[src/rtl/sm4sub_pkg.sv]
`timescale 1ns/1ps
package sm4sub_pkg;

   typedef logic [7:0] byte_t;

   // Nibble tables of the field change into the AES field
   localparam byte_t PRE_LO [16] = '{
      8'h01, 8'h07, 8'h72, 8'h74, 8'hE4, 8'hE2, 8'h97, 8'h91,
      8'h57, 8'h51, 8'h24, 8'h22, 8'hB2, 8'hB4, 8'hC1, 8'hC7 };
   localparam byte_t PRE_HI [16] = '{
      8'h00, 8'hA2, 8'h49, 8'hEB, 8'h09, 8'hAB, 8'h40, 8'hE2,
      8'h12, 8'hB0, 8'h5B, 8'hF9, 8'h1B, 8'hB9, 8'h52, 8'hF0 };

   // Nibble tables of the field change back into the SM4 field
   localparam byte_t POST_LO [16] = '{
      8'h34, 8'h08, 8'h9D, 8'hA1, 8'hCE, 8'hF2, 8'h67, 8'h5B,
      8'h82, 8'hBE, 8'h2B, 8'h17, 8'h78, 8'h44, 8'hD1, 8'hED };
   localparam byte_t POST_HI [16] = '{
      8'h00, 8'hDC, 8'hAF, 8'h73, 8'hDD, 8'h01, 8'h72, 8'hAE,
      8'hBF, 8'h63, 8'h10, 8'hCC, 8'h62, 8'hBE, 8'hCD, 8'h11 };

   localparam byte_t AES_AFFINE_C = 8'h63;
   localparam byte_t AES_POLY_LO  = 8'h1B;

   function automatic byte_t rotl8(input byte_t x, input int unsigned n);
      return byte_t'((x << n) | (x >> (8 - n)));
   endfunction

   // Multiplication in GF(2^8) modulo x^8+x^4+x^3+x+1
   function automatic byte_t gf_mul(input byte_t a, input byte_t b);
      byte_t acc;
      byte_t sh;
      acc = '0;
      sh  = a;
      for (int k = 0; k < 8; k++) begin
         if (b[k]) acc = acc ^ sh;
         sh = sh[7] ? byte_t'((sh << 1) ^ AES_POLY_LO) : byte_t'(sh << 1);
      end
      return acc;
   endfunction

   // Inverse as a^254 (maps 0 to 0)
   function automatic byte_t gf_inv(input byte_t a);
      byte_t r;
      byte_t p;
      logic [7:0] e;
      r = 8'h01;
      p = a;
      e = 8'd254;
      for (int k = 0; k < 8; k++) begin
         if (e[k]) r = gf_mul(r, p);
         p = gf_mul(p, p);
      end
      return r;
   endfunction

   function automatic byte_t aes_fwd(input byte_t a);
      byte_t v;
      v = gf_inv(a);
      return v ^ rotl8(v, 1) ^ rotl8(v, 2) ^ rotl8(v, 3) ^ rotl8(v, 4)
             ^ AES_AFFINE_C;
   endfunction

endpackage

[src/rtl/sm4sub_nib_affine.sv]
`timescale 1ns/1ps
module sm4sub_nib_affine
   import sm4sub_pkg::*;
#(
   parameter bit POST = 1'b0
) (
   input  byte_t a_i,
   output byte_t y_o
);
   localparam int unsigned NIB = 4;

   logic [NIB-1:0] lo_nib;
   logic [NIB-1:0] hi_nib;

   assign lo_nib = a_i[NIB-1:0];
   assign hi_nib = a_i[2*NIB-1:NIB];

   if (POST) begin : g_post
      assign y_o = POST_LO[lo_nib] ^ POST_HI[hi_nib];
   end else begin : g_pre
      assign y_o = PRE_LO[lo_nib] ^ PRE_HI[hi_nib];
   end

endmodule

[src/rtl/sm4sub_aes_sbox.sv]
`timescale 1ns/1ps
module sm4sub_aes_sbox
   import sm4sub_pkg::*;
#(
   parameter int unsigned STYLE = 0
) (
   input  byte_t a_i,
   output byte_t y_o
);
   localparam int unsigned ROM_DEPTH = 256;

   if (STYLE == 0) begin : g_inv
      assign y_o = aes_fwd(a_i);
   end else if (STYLE == 1) begin : g_rom
      byte_t rom [ROM_DEPTH];
      for (genvar g = 0; g < ROM_DEPTH; g++) begin : g_ent
         assign rom[g] = aes_fwd(byte_t'(g));
      end
      assign y_o = rom[a_i];
   end else begin : g_bad
      $error("sm4sub_aes_sbox: STYLE must be 0 or 1");
      assign y_o = '0;
   end

endmodule

[src/rtl/sm4sub_lane.sv]
`timescale 1ns/1ps
module sm4sub_lane
   import sm4sub_pkg::*;
#(
   parameter int unsigned SBOX_STYLE = 0
) (
   input  logic  clk_i,
   input  logic  rst_ni,
   input  byte_t byte_i,
   output byte_t byte_o
);
   byte_t to_aes;
   byte_t from_aes;

   sm4sub_nib_affine #(.POST(1'b0)) pre_i (
      .a_i (byte_i),
      .y_o (to_aes)
   );

   sm4sub_aes_sbox #(.STYLE(SBOX_STYLE)) core_i (
      .a_i (from_aes_src(to_aes)),
      .y_o (from_aes)
   );

   sm4sub_nib_affine #(.POST(1'b1)) post_i (
      .a_i (from_aes),
      .y_o (byte_o)
   );

   function automatic byte_t from_aes_src(input byte_t v);
      return v;
   endfunction

   assert_zero_byte_R1 : assert property (@(posedge clk_i) disable iff (!rst_ni)
      (byte_i == 8'h00) |-> (byte_o == 8'hD6));

   assert_last_entry_R2 : assert property (@(posedge clk_i) disable iff (!rst_ni)
      (byte_i == 8'hFF) |-> (byte_o == 8'h48));

   assert_pre_injective_R5 : assert property (@(posedge clk_i) disable iff (!rst_ni)
      (byte_i != 8'h00) |-> (to_aes != 8'h01));

endmodule

[src/rtl/sm4sub_top.sv]
`timescale 1ns/1ps
module sm4sub_top
   import sm4sub_pkg::*;
#(
   parameter int unsigned LANES      = 4,
   parameter bit          OUT_REG    = 1'b1,
   parameter int unsigned SBOX_STYLE = 0
) (
   input  logic                 clk_i,
   input  logic                 rst_ni,
   input  logic [LANES*8-1:0]   sub_in,
   output logic [LANES*8-1:0]   sub_out
);
   localparam int unsigned W = LANES * 8;

   if (!(LANES == 1 || LANES == 4)) begin : g_bad_lanes
      $error("sm4sub_top: LANES must be 1 or 4");
   end
   if (SBOX_STYLE > 1) begin : g_bad_style
      $error("sm4sub_top: SBOX_STYLE must be 0 or 1");
   end

   logic [W-1:0] sub_comb;

   for (genvar k = 0; k < LANES; k++) begin : g_lane
      sm4sub_lane #(.SBOX_STYLE(SBOX_STYLE)) lane_i (
         .clk_i  (clk_i),
         .rst_ni (rst_ni),
         .byte_i (sub_in[8*k +: 8]),
         .byte_o (sub_comb[8*k +: 8])
      );
   end

   if (OUT_REG) begin : g_reg
      logic [W-1:0] out_q;
      logic         armed_q;

      always_ff @(posedge clk_i or negedge rst_ni) begin
         if (!rst_ni) begin
            out_q   <= '0;
            armed_q <= 1'b0;
         end else begin
            out_q   <= sub_comb;
            armed_q <= 1'b1;
         end
      end
      assign sub_out = out_q;

      assert_one_cycle_R6 : assert property (@(posedge clk_i) disable iff (!rst_ni)
         (armed_q && $past(sub_in[7:0]) == 8'h00) |-> (sub_out[7:0] == 8'hD6));
   end else begin : g_comb
      assign sub_out = sub_comb;
   end

   // Lane pairs: equal bytes give equal results, distinct bytes distinct ones
   for (genvar i = 0; i < LANES; i++) begin : g_pi
      for (genvar j = 0; j < LANES; j++) begin : g_pj
         if (j > i) begin : g_pair
            assert_lane_same_R4 : assert property (@(posedge clk_i) disable iff (!rst_ni)
               (sub_in[8*i +: 8] == sub_in[8*j +: 8]) |->
               (sub_comb[8*i +: 8] == sub_comb[8*j +: 8]));
            assert_lane_distinct_R3 : assert property (@(posedge clk_i) disable iff (!rst_ni)
               (sub_in[8*i +: 8] != sub_in[8*j +: 8]) |->
               (sub_comb[8*i +: 8] != sub_comb[8*j +: 8]));
         end
      end
   end

endmodule

[config.mk]
export PLATFORM = sky130hd
export DESIGN_NAME = sm4sub_top
export DESIGN_NICKNAME = d
export VERILOG_FILES = /design/src/rtl/sm4sub_pkg.sv /design/src/rtl/sm4sub_nib_affine.sv /design/src/rtl/sm4sub_aes_sbox.sv /design/src/rtl/sm4sub_lane.sv /design/src/rtl/sm4sub_top.sv
export SDC_FILE = /design/constraint.sdc
export NUM_CORES = 2
export LEC_CHECK = 0
export BUFFER_PORTS_ARGS = -buffer_cell sky130_fd_sc_hd__buf_2
export CAP_MARGIN = 0
export CORE_ASPECT_RATIO = 0.6
export CORE_MARGIN = 8
export CORE_UTILIZATION = 30
export CTS_BUF_LIST = sky130_fd_sc_hd__clkbuf_8
export DETAILED_ROUTE_END_ITERATION = 16
export PLACE_DENSITY = 0.54
export SETUP_SLACK_MARGIN = 0.2
export SLEW_MARGIN = 40
export SYNTH_ARGS = -nofsm -noshare
export SYNTH_HDL_FRONTEND = slang
export SYNTH_SLANG_ARGS = --single-unit
[constraint.sdc]
create_clock -name clk_i -period 0.8 [get_ports clk_i]
set_input_delay 0.16 -clock clk_i [delete_from_list [all_inputs] [get_ports clk_i]]
set_output_delay 0.16 -clock clk_i [all_outputs]
set_load 0.05 [all_outputs]
# After elaboration in Yosys (flattened, before gate mapping)
# Memory sizes are Yosys's and may differ from the RTL's.
# Cells that the tools add are included.
dict set report totals {
  in_bits 34
  elab_cells 1693
  register_bits 32
  romBits 2048
  memories 16
  out_inout_bits 32
}
# memory words word_bits read_ports rd_clocked_by_memory_dff write_ports line
set memory_table {}
lappend memory_table {{(name not given)} 16 8 1 0 0 sm4sub_nib_affine.sv:21} ;# assign y_o = PRE_LO[lo_nib] ^ PRE_HI[hi_nib];
lappend memory_table {{(name not given)} 16 8 1 0 0 sm4sub_nib_affine.sv:19} ;# assign y_o = POST_LO[lo_nib] ^ POST_HI[hi_nib];
lappend memory_table {{(name not given)} 16 8 1 0 0 sm4sub_nib_affine.sv:19}
lappend memory_table {{(name not given)} 16 8 1 0 0 sm4sub_nib_affine.sv:21}
lappend memory_table {{(name not given)} 16 8 1 0 0 sm4sub_nib_affine.sv:21}
lappend memory_table {{(name not given)} 16 8 1 0 0 sm4sub_nib_affine.sv:19}
lappend memory_table {{10 more memories} - - - - - -}
dict set report op_classes {
  n_mux 844
  n_bitwise 816
  n_lt_le_gt_ge 16
}
# cell count
set op_table {}
lappend op_table {{two-way mux 8 bit} 452}
lappend op_table {{bitwise XOR 8 bit} 388}
lappend op_table {{two-way mux 5 bit} 368}
lappend op_table {{NOT 4 bit} 368}
lappend op_table {{>= comparator 5 bit, second input constant} 16}
lappend op_table {{NOT 4 -> 5 bit} 16}
lappend op_table {{bitwise OR 8 x 1 -> 8 bit} 4}
lappend op_table {{bitwise OR 8 x 2 -> 8 bit} 4}
lappend op_table {{bitwise OR 8 x 3 -> 8 bit} 4}
lappend op_table {{bitwise OR 8 x 4 -> 8 bit} 4}
lappend op_table {{two-way mux 7 bit} 4}
lappend op_table {{NOT 1 bit, first input constant} 28}
lappend op_table {{two-way mux 6 bit} 4}
lappend op_table {{two-way mux 4 bit} 4}
lappend op_table {{two-way mux 3 bit} 4}
lappend op_table {{two-way mux 2 bit} 4}
lappend op_table {{two-way mux 1 bit} 4}

# Longest topological paths before layout
dict set report depth {
  word_depth 143
  ltp_mapped 74
  depth_no_buf 61
}

# By module
# A second synthesis with hierarchy kept.
dict set report hier_totals {
  hier_cells 8552
  hier_area_um2 63519.7
}
# mod n_inst cells_each seq_area_each_um2 area_each_um2
set modules_own_cells {}
lappend modules_own_cells {{sm4sub_aes_sbox at g_lane[1].lane_i.core_i ...} 3 2127 0.0 15556.2}
lappend modules_own_cells {{sm4sub_aes_sbox at g_lane[0].lane_i.core_i} 1 1949 0.0 14396.3}
lappend modules_own_cells {sm4sub_top 1 32 800.8 800.8}
lappend modules_own_cells {{sm4sub_nib_affine at g_lane[0].lane_i.pre_i ...} 4 18 0.0 147.6}
lappend modules_own_cells {{sm4sub_nib_affine at g_lane[0].lane_i.post_i ...} 2 31 0.0 276.5}
lappend modules_own_cells {{sm4sub_nib_affine at g_lane[3].lane_i.post_i} 1 31 0.0 272.8}
lappend modules_own_cells {{sm4sub_nib_affine at g_lane[2].lane_i.post_i} 1 25 0.0 237.7}

# Least setup slack after synthesis
# Ideal clock, no wire load.
dict set report synth_path {
  path_kind {input-to-reg}
  startpoint {input port sub_in[5]}
  endpoint {register g_reg.out_q[7] (netlist: sub_out[7])}
  arrival_time_ns 16.430
  cell_stages 64
  path_slack_ns -15.757
  setup_ns 0.127
  path_buffers 11
  required_time_ns 0.673
  path_cell_list {buf_2 > xnor2_2 > inv_2 > clkbuf_1 > ha_1 > inv_1 > ha_1 > clkbuf_1 > nand2_1 > xnor2_1 > xnor2_1 > inv_2 > clkbuf_1 > clkbuf_1 > buf_1 > ha_1 > clkbuf_1 > xnor3_1 > [28 not listed] > xnor2_1 > xnor2_2 > buf_2 > xor2_1 > mux2_2 > a211o_1 > xnor3_1 > xnor3_1 > buf_2 > mux2i_1 > nor4b_1 > xnor3_1 > xnor2_1 > xnor2_1 > xnor2_1 > ha_1 > xor2_1 > xnor2_1}
}
dict set report synth_via {
  elab_chain_cells 139
  elab_cells_between_ends 408
  cone_classes {209 x mux; 196 x bitwise; 3 x memory}
}
# element line
set synth_lines {}
lappend synth_lines {{from (decl)} sm4sub_top.sv:11} ;# input logic [LANES*8-1:0] sub_in,
lappend synth_lines {{NOT 4 -> 5 bit (not written as such) (*)} sm4sub_nib_affine.sv:21}
lappend synth_lines {{memory read (16 x 8 bit) (*)} -}
lappend synth_lines {{two-way mux 8 bit (not written as such) (*) (2 in a row)} sm4sub_nib_affine.sv:21}
lappend synth_lines {{bitwise XOR 8 bit (*)} sm4sub_nib_affine.sv:21}
lappend synth_lines {{two-way mux 8 bit / two-way mux 5 bit (equally long branches)} {sm4sub_pkg.sv:36, sm4sub_pkg.sv:37}}
lappend synth_lines {{bitwise XOR 8 bit} sm4sub_pkg.sv:36} ;# if (b[k]) acc = acc ^ sh;
lappend synth_lines {{two-way mux 8 bit} sm4sub_pkg.sv:36}
lappend synth_lines {{bitwise XOR 8 bit} sm4sub_pkg.sv:36}
lappend synth_lines {{[120 not listed]} -}
lappend synth_lines {{bitwise XOR 8 bit (3 in a row)} sm4sub_pkg.sv:60} ;# return v ^ rotl8(v, 1) ^ rotl8(v, 2) ^ rotl8(v, 3) ^ rotl8(v, 4)
lappend synth_lines {{bitwise XOR 8 bit (*)} sm4sub_pkg.sv:60}
lappend synth_lines {{NOT 4 bit (no source line)} -}
lappend synth_lines {{NOT 4 -> 5 bit (not written as such)} sm4sub_nib_affine.sv:19}
lappend synth_lines {{memory read (16 x 8 bit)} -}
lappend synth_lines {{two-way mux 8 bit (not written as such) (2 in a row)} sm4sub_nib_affine.sv:19}
lappend synth_lines {{bitwise XOR 8 bit (*)} sm4sub_nib_affine.sv:19}
lappend synth_lines {{via g_lane[0].lane_i.byte_o[7]} sm4sub_lane.sv:10} ;# output byte_t byte_o
lappend synth_lines {{to (signal assigned)} sm4sub_top.sv:43} ;# out_q <= sub_comb;
lappend synth_lines {{to (decl)} sm4sub_top.sv:35} ;# logic [W-1:0] out_q;
# The timed path passes the listed nets; every way through them passes the cells marked *. The select of a mux whose other input is x is not followed.

# Worst setup path after layout
dict set report layout_path {
  startpoint {input port sub_in[22]}
  endpoint {register g_reg.out_q[16] (netlist: sub_out[16])}
}
dict set report layout_via {
  elab_chain_cells 139
  elab_cells_between_ends 408
  cone_classes {209 x mux; 196 x bitwise; 3 x memory}
}
# element line
set layout_lines {}
lappend layout_lines {{NOT 4 -> 5 bit (not written as such) (*)} sm4sub_nib_affine.sv:21}
lappend layout_lines {{memory read (16 x 8 bit) (*)} -}
lappend layout_lines {{two-way mux 8 bit (not written as such) (*) (2 in a row)} sm4sub_nib_affine.sv:21}
lappend layout_lines {{bitwise XOR 8 bit (*)} sm4sub_nib_affine.sv:21}
lappend layout_lines {{two-way mux 8 bit / two-way mux 5 bit (equally long branches)} {sm4sub_pkg.sv:36, sm4sub_pkg.sv:37}}
lappend layout_lines {{bitwise XOR 8 bit} sm4sub_pkg.sv:36}
lappend layout_lines {{two-way mux 8 bit} sm4sub_pkg.sv:36}
lappend layout_lines {{bitwise XOR 8 bit} sm4sub_pkg.sv:36}
lappend layout_lines {{[120 not listed]} -}
lappend layout_lines {{bitwise XOR 8 bit (3 in a row)} sm4sub_pkg.sv:60}
lappend layout_lines {{bitwise XOR 8 bit (*)} sm4sub_pkg.sv:60}
lappend layout_lines {{NOT 4 bit (no source line)} -}
lappend layout_lines {{NOT 4 -> 5 bit (not written as such)} sm4sub_nib_affine.sv:19}
lappend layout_lines {{memory read (16 x 8 bit)} -}
lappend layout_lines {{two-way mux 8 bit (not written as such) (2 in a row)} sm4sub_nib_affine.sv:19}
lappend layout_lines {{bitwise XOR 8 bit (*)} sm4sub_nib_affine.sv:19}
lappend layout_lines {{via g_lane[2].lane_i.byte_o[0]} sm4sub_lane.sv:10}
# Marks and branches as above.

==> tab_implementation.tex <==
\begin{tabular}{lr}
\hline
Metric & Value \\
\hline
\multicolumn{2}{l}{\textbf{Route}} \\
\quad Uppermost layer routed & met4 \\
\quad Remaining design rule violation count & 0 \\
\quad First DRT Iteration DRCs & $\sim$6400 \\
\quad Routed wl met2 & 93000 um \\
\quad Drt pass-1 iters & 5 \\
\quad Detail-routed via count per cell & $\sim$5.2 \\
\quad Routed length on met3 & roughly 19000 um \\
\quad Met1 WL & between 100000 and 150000 um \\
\quad Number of nets still failing antenna checks after routing & 0 \\
\quad Vias after detailed routing & between 60000 and 70000 \\
\quad Post-detailed-routing wire length & 227300 um \\
\quad Average routed wire per standard cell & roughly 18 um \\
\multicolumn{2}{l}{\textbf{Setup path}} \\
\quad Required time of the critical path & around 1000 ps \\
\quad Cell with the largest stage delay on the worst path & sky130\_fd\_sc\_hd\_\_xnor3\_2 \\
\quad CP dominant cell by count & sky130\_fd\_sc\_hd\_\_xnor3\_2 \\
\quad Slowest cell delay on critical path & approximately 460 ps \\
\quad Count of buffer and inverter cells on the critical path & 15 \\
\quad Worst setup SP type & input port \\
\quad Critical Path Sink Type & flip-flop \\
\quad Stages on worst setup path & 63 \\
\quad Largest fanout on the critical path & 6 \\
\quad Arrival time of the worst setup path & approximately 14000 ps \\
\quad Crit path launch & sub\_in[22] \\
\quad WS Path Type & in2reg \\
\quad Top cell family by delay on the critical path & XOR/XNOR gates \\
\multicolumn{2}{l}{\textbf{Floorplan}} \\
\quad Starting density of the core & a little under a third \\
\quad Die Span Y & 361.3 um \\
\quad Core region area & around 200000 um\^{}2 \\
\quad Die Span X & 591.5 um \\
\quad Row Count & approximately 130 \\
\quad Top-level I/O count & 66 \\
\quad Area enclosed by the die boundary & 213700 um\^{}2 \\
\multicolumn{2}{l}{\textbf{Finish}} \\
\quad Area growth syn-to-layout & 55.24\% \\
\quad Layout cells sized above 1 & 42.39\% \\
\quad Nets@finish & 10300 \\
\quad Utilization after layout & 46.95\% \\
\quad FF+latch area & 838.3 um\^{}2 \\
\quad Fillcell total & 18607 \\
\quad Area of combinational cells with multiple inputs & roughly 64000 um\^{}2 \\
\quad Max FFs per register & 32 \\
\multicolumn{2}{l}{\textbf{Placement}} \\
\quad Half-perimeter wire length of the detailed placement result & 179300 um \\
\quad GPL Wtd Cong & roughly 0.95 \\
\quad Dpl ws & -13400 ps \\
\quad Number of input and output port buffers inserted & 65 \\
\multicolumn{2}{l}{\textbf{Global route}} \\
\quad Initial antenna violation count & 1 \\
\quad Largest net degree at the start of global routing & 33 \\
\quad Overflow left after global routing & 0 \\
\quad Global-route total usage across every layer & roughly 20\% \\
\quad Global-route wire length before repair & 356100 um \\
\quad Number of global-route vias before repair & $\sim$64000 \\
\multicolumn{2}{l}{\textbf{Synthesis}} \\
\quad Post-synthesis mux area share & about 4.3\% \\
\quad Top FF cell, synth & sky130\_fd\_sc\_hd\_\_dfrtp\_1 \\
\quad Total of warnings raised by yosys & 0 \\
\quad Post-Syn Instances & between 7000 and 8000 \\
\quad Synth Area in Adders & 0.8564\% \\
\quad Net Count, Synth & between 7000 and 8000 \\
\quad Area contributors post-synth & sky130\_fd\_sc\_hd\_\_xnor2\_1, sky130\_fd\_sc\_hd\_\_xnor3\_1, sky130\_fd\_sc\_hd\_\_nor2\_1, sky130\_fd\_sc\_hd\_\_xor2\_1, sky130\_fd\_sc\_hd\_\_nand2\_1 \\
\quad Post-synthesis simple-gate area fraction & about a fifth \\
\quad Synthesized-area fraction occupied by xor and xnor cells & approximately 52\% \\
\quad Synth Area in Compound Gates & 16.01\% \\
\quad Ranking of synthesized cells by instance count & sky130\_fd\_sc\_hd\_\_xnor2\_1, sky130\_fd\_sc\_hd\_\_nor2\_1, sky130\_fd\_sc\_hd\_\_nand2\_1, sky130\_fd\_sc\_hd\_\_xor2\_1, sky130\_fd\_sc\_hd\_\_xnor3\_1 \\
\quad Area share of the largest cell type after synthesis & around 22\% \\
\quad Async S/R FF share, synth & 100.0\% \\
\quad Number of different library cells in the post-synthesis netlist & 123 \\
\quad Most numerous cell in the Yosys netlist & sky130\_fd\_sc\_hd\_\_xnor2\_1 \\
\quad Share of synthesized area occupied by flip-flops and latches & $\sim$1.3\% \\
\quad Post-synth EDFFs & 0 \\
\quad Cell area after synthesis & a little under 60000 um\^{}2 \\
\quad Count of state elements after synthesis & 32 \\
\quad Post-Synthesis Mean Instance Area & $\sim$7.7 um\^{}2 \\
\quad Cell type contributing the most total cell area after synthesis & sky130\_fd\_sc\_hd\_\_xnor2\_1 \\
\quad Main combinational cell family by area after synthesis & XOR/XNOR gates \\
\multicolumn{2}{l}{\textbf{Clock network}} \\
\quad Number of buffers on the longest clock path & 2 \\
\quad CTS root buffer & sky130\_fd\_sc\_hd\_\_clkbuf\_8 \\
\quad H-tree Lvls & 2 \\
\quad Clock transition time at the flip-flop clock pins of the worst setup and hold paths & $\sim$100 ps \\
\quad Clock sinks & 32 \\
\quad CTS Buf Count & 5 \\
\quad Clock tree from TritonCTS & yes \\
\multicolumn{2}{l}{\textbf{Flow run}} \\
\quad Number of maximum-capacitance violations & 0 \\
\multicolumn{2}{l}{\textbf{STA}} \\
\quad Hold\_ws & 313.2 ps \\
\quad Max transition margin & roughly 53\% \\
\quad Fin worst setup slack & -12740 ps \\
\quad Shortest period the worst path allows & 13540 ps \\
\quad Least-Margin Pin Slew & just over 700 ps \\
\quad Max frequency & between 0.07 and 0.08 GHz \\
\quad Final worst-path cycle share & 1692\% \\
\quad Unrepaired setup endpoints after global routing & true \\
\quad Final hold viol count & 0 \\
\quad Setup Viol. Count Final & 64 \\
\quad Max-slew violation count & 0 \\
\multicolumn{2}{l}{\textbf{Worst hold path}} \\
\quad Type of the most critical hold path & in2async \\
\multicolumn{2}{l}{\textbf{Outcome}} \\
\quad Failing checks & negative setup slack \\
\quad Result of the run & complete, but fails checks \\
\hline
\end{tabular}
==> metrics by stage <==
stage | area, um^2 | setup TNS [ps] | std cells
finish | 92530 | -396160 | 12859
global route | 92530 | -410660 | 12859
CTS | 88410 | -390910 | 12688
detailed placement | 83750 | -406910 | 12433
global placement | 83750 | -403960 | 12433
floorplan | 63170 | -387010 | 7777
==> what timing repair did <==
item / 4_1_cts / 5_1_grt
endpoints found under the hold margin: 32 / 0
gates resized for setup: 531 / 493
setup buffers: 245 / 166
hold buffers: 1 / 0
setup endpoints to repair: 64 / 64
cloned: 1 / 1
pin swaps: 285 / 297
==> layer usage <==
layer  global-route usage (%)  vias to the layer above
li1                         -                    31729
met1                    31.99                    31854
met2                    29.02                     2509
met3                    2.755                      144
met4                    1.588                        0
met5                        0                        -
==> layout make-up <==
class	count	area share, %
Timing Repair Buffer	2977	26.18
Antenna cell	4	0.01082
Inverter	99	0.4435
Tap cell	2624	3.548
Clock inverter	3	0.05003
Multi-Input combinational cell	7115	68.78
Sequential cell	32	0.9060
Clock buffer	5	0.07437
==> path summary, 6_finish.rpt <==
path | to | slack, ps
worst max-delay path | sub_out[16]$_DFF_PN0_ | -12740
worst min-delay path | sub_out[30]$_DFF_PN0_ | 310
max in group asynchronous | sub_out[9]$_DFF_PN0_ | 250
min in group clk_i | sub_out[11] | 990
==> layout by cell type (no fill, tap or decap), types with 64 or more instances in the layout <==
| master | netlist | final |
|---|---|---|
| sky130_fd_sc_hd__buf_4 | 29 | 2659 |
| sky130_fd_sc_hd__xnor2_1 | 1527 | 1215 |
| sky130_fd_sc_hd__nor2_1 | 1093 | 999 |
| sky130_fd_sc_hd__nand2_1 | 782 | 756 |
| sky130_fd_sc_hd__a21oi_1 | 368 | 347 |
| sky130_fd_sc_hd__xor2_1 | 443 | 336 |
| sky130_fd_sc_hd__xnor2_2 | 100 | 300 |
| sky130_fd_sc_hd__xnor3_1 | 391 | 251 |
| sky130_fd_sc_hd__o21ai_0 | 265 | 244 |
| sky130_fd_sc_hd__nor3_1 | 232 | 208 |
| sky130_fd_sc_hd__buf_6 | 5 | 194 |
| sky130_fd_sc_hd__mux2i_1 | 199 | 180 |
| sky130_fd_sc_hd__xnor3_2 | 30 | 171 |
| sky130_fd_sc_hd__nand3_1 | 160 | 155 |
| sky130_fd_sc_hd__xnor2_4 | 24 | 136 |
| sky130_fd_sc_hd__xor2_2 | 42 | 93 |
| sky130_fd_sc_hd__o22ai_1 | 103 | 92 |
| sky130_fd_sc_hd__buf_12 | 0 | 85 |
| sky130_fd_sc_hd__nor2_2 | 11 | 82 |
| sky130_fd_sc_hd__a31oi_1 | 82 | 73 |
| sky130_fd_sc_hd__a211oi_1 | 79 | 68 |
| sky130_fd_sc_hd__nand2b_1 | 69 | 65 |
| sky130_fd_sc_hd__o211ai_1 | 64 | 64 |
==> logic make-up (layout without fill, tap and decap cells) <==
kind of cell | count (synthesis) | in the layout
AOI/OAI and AO/OA | 1441 | 1441
adders and majority gates | 42 | 42
xor gates and xnor gates | 2617 | 2618
DFF | 32 | 32
and+or+nand+nor | 2766 | 2766
other | 0 | 4
buffers and inverters | 631 | 3084
muxes | 248 | 248
Power is not shown: default switching activity piles up to over one toggle a cycle in this logic, so the estimate is an artifact.
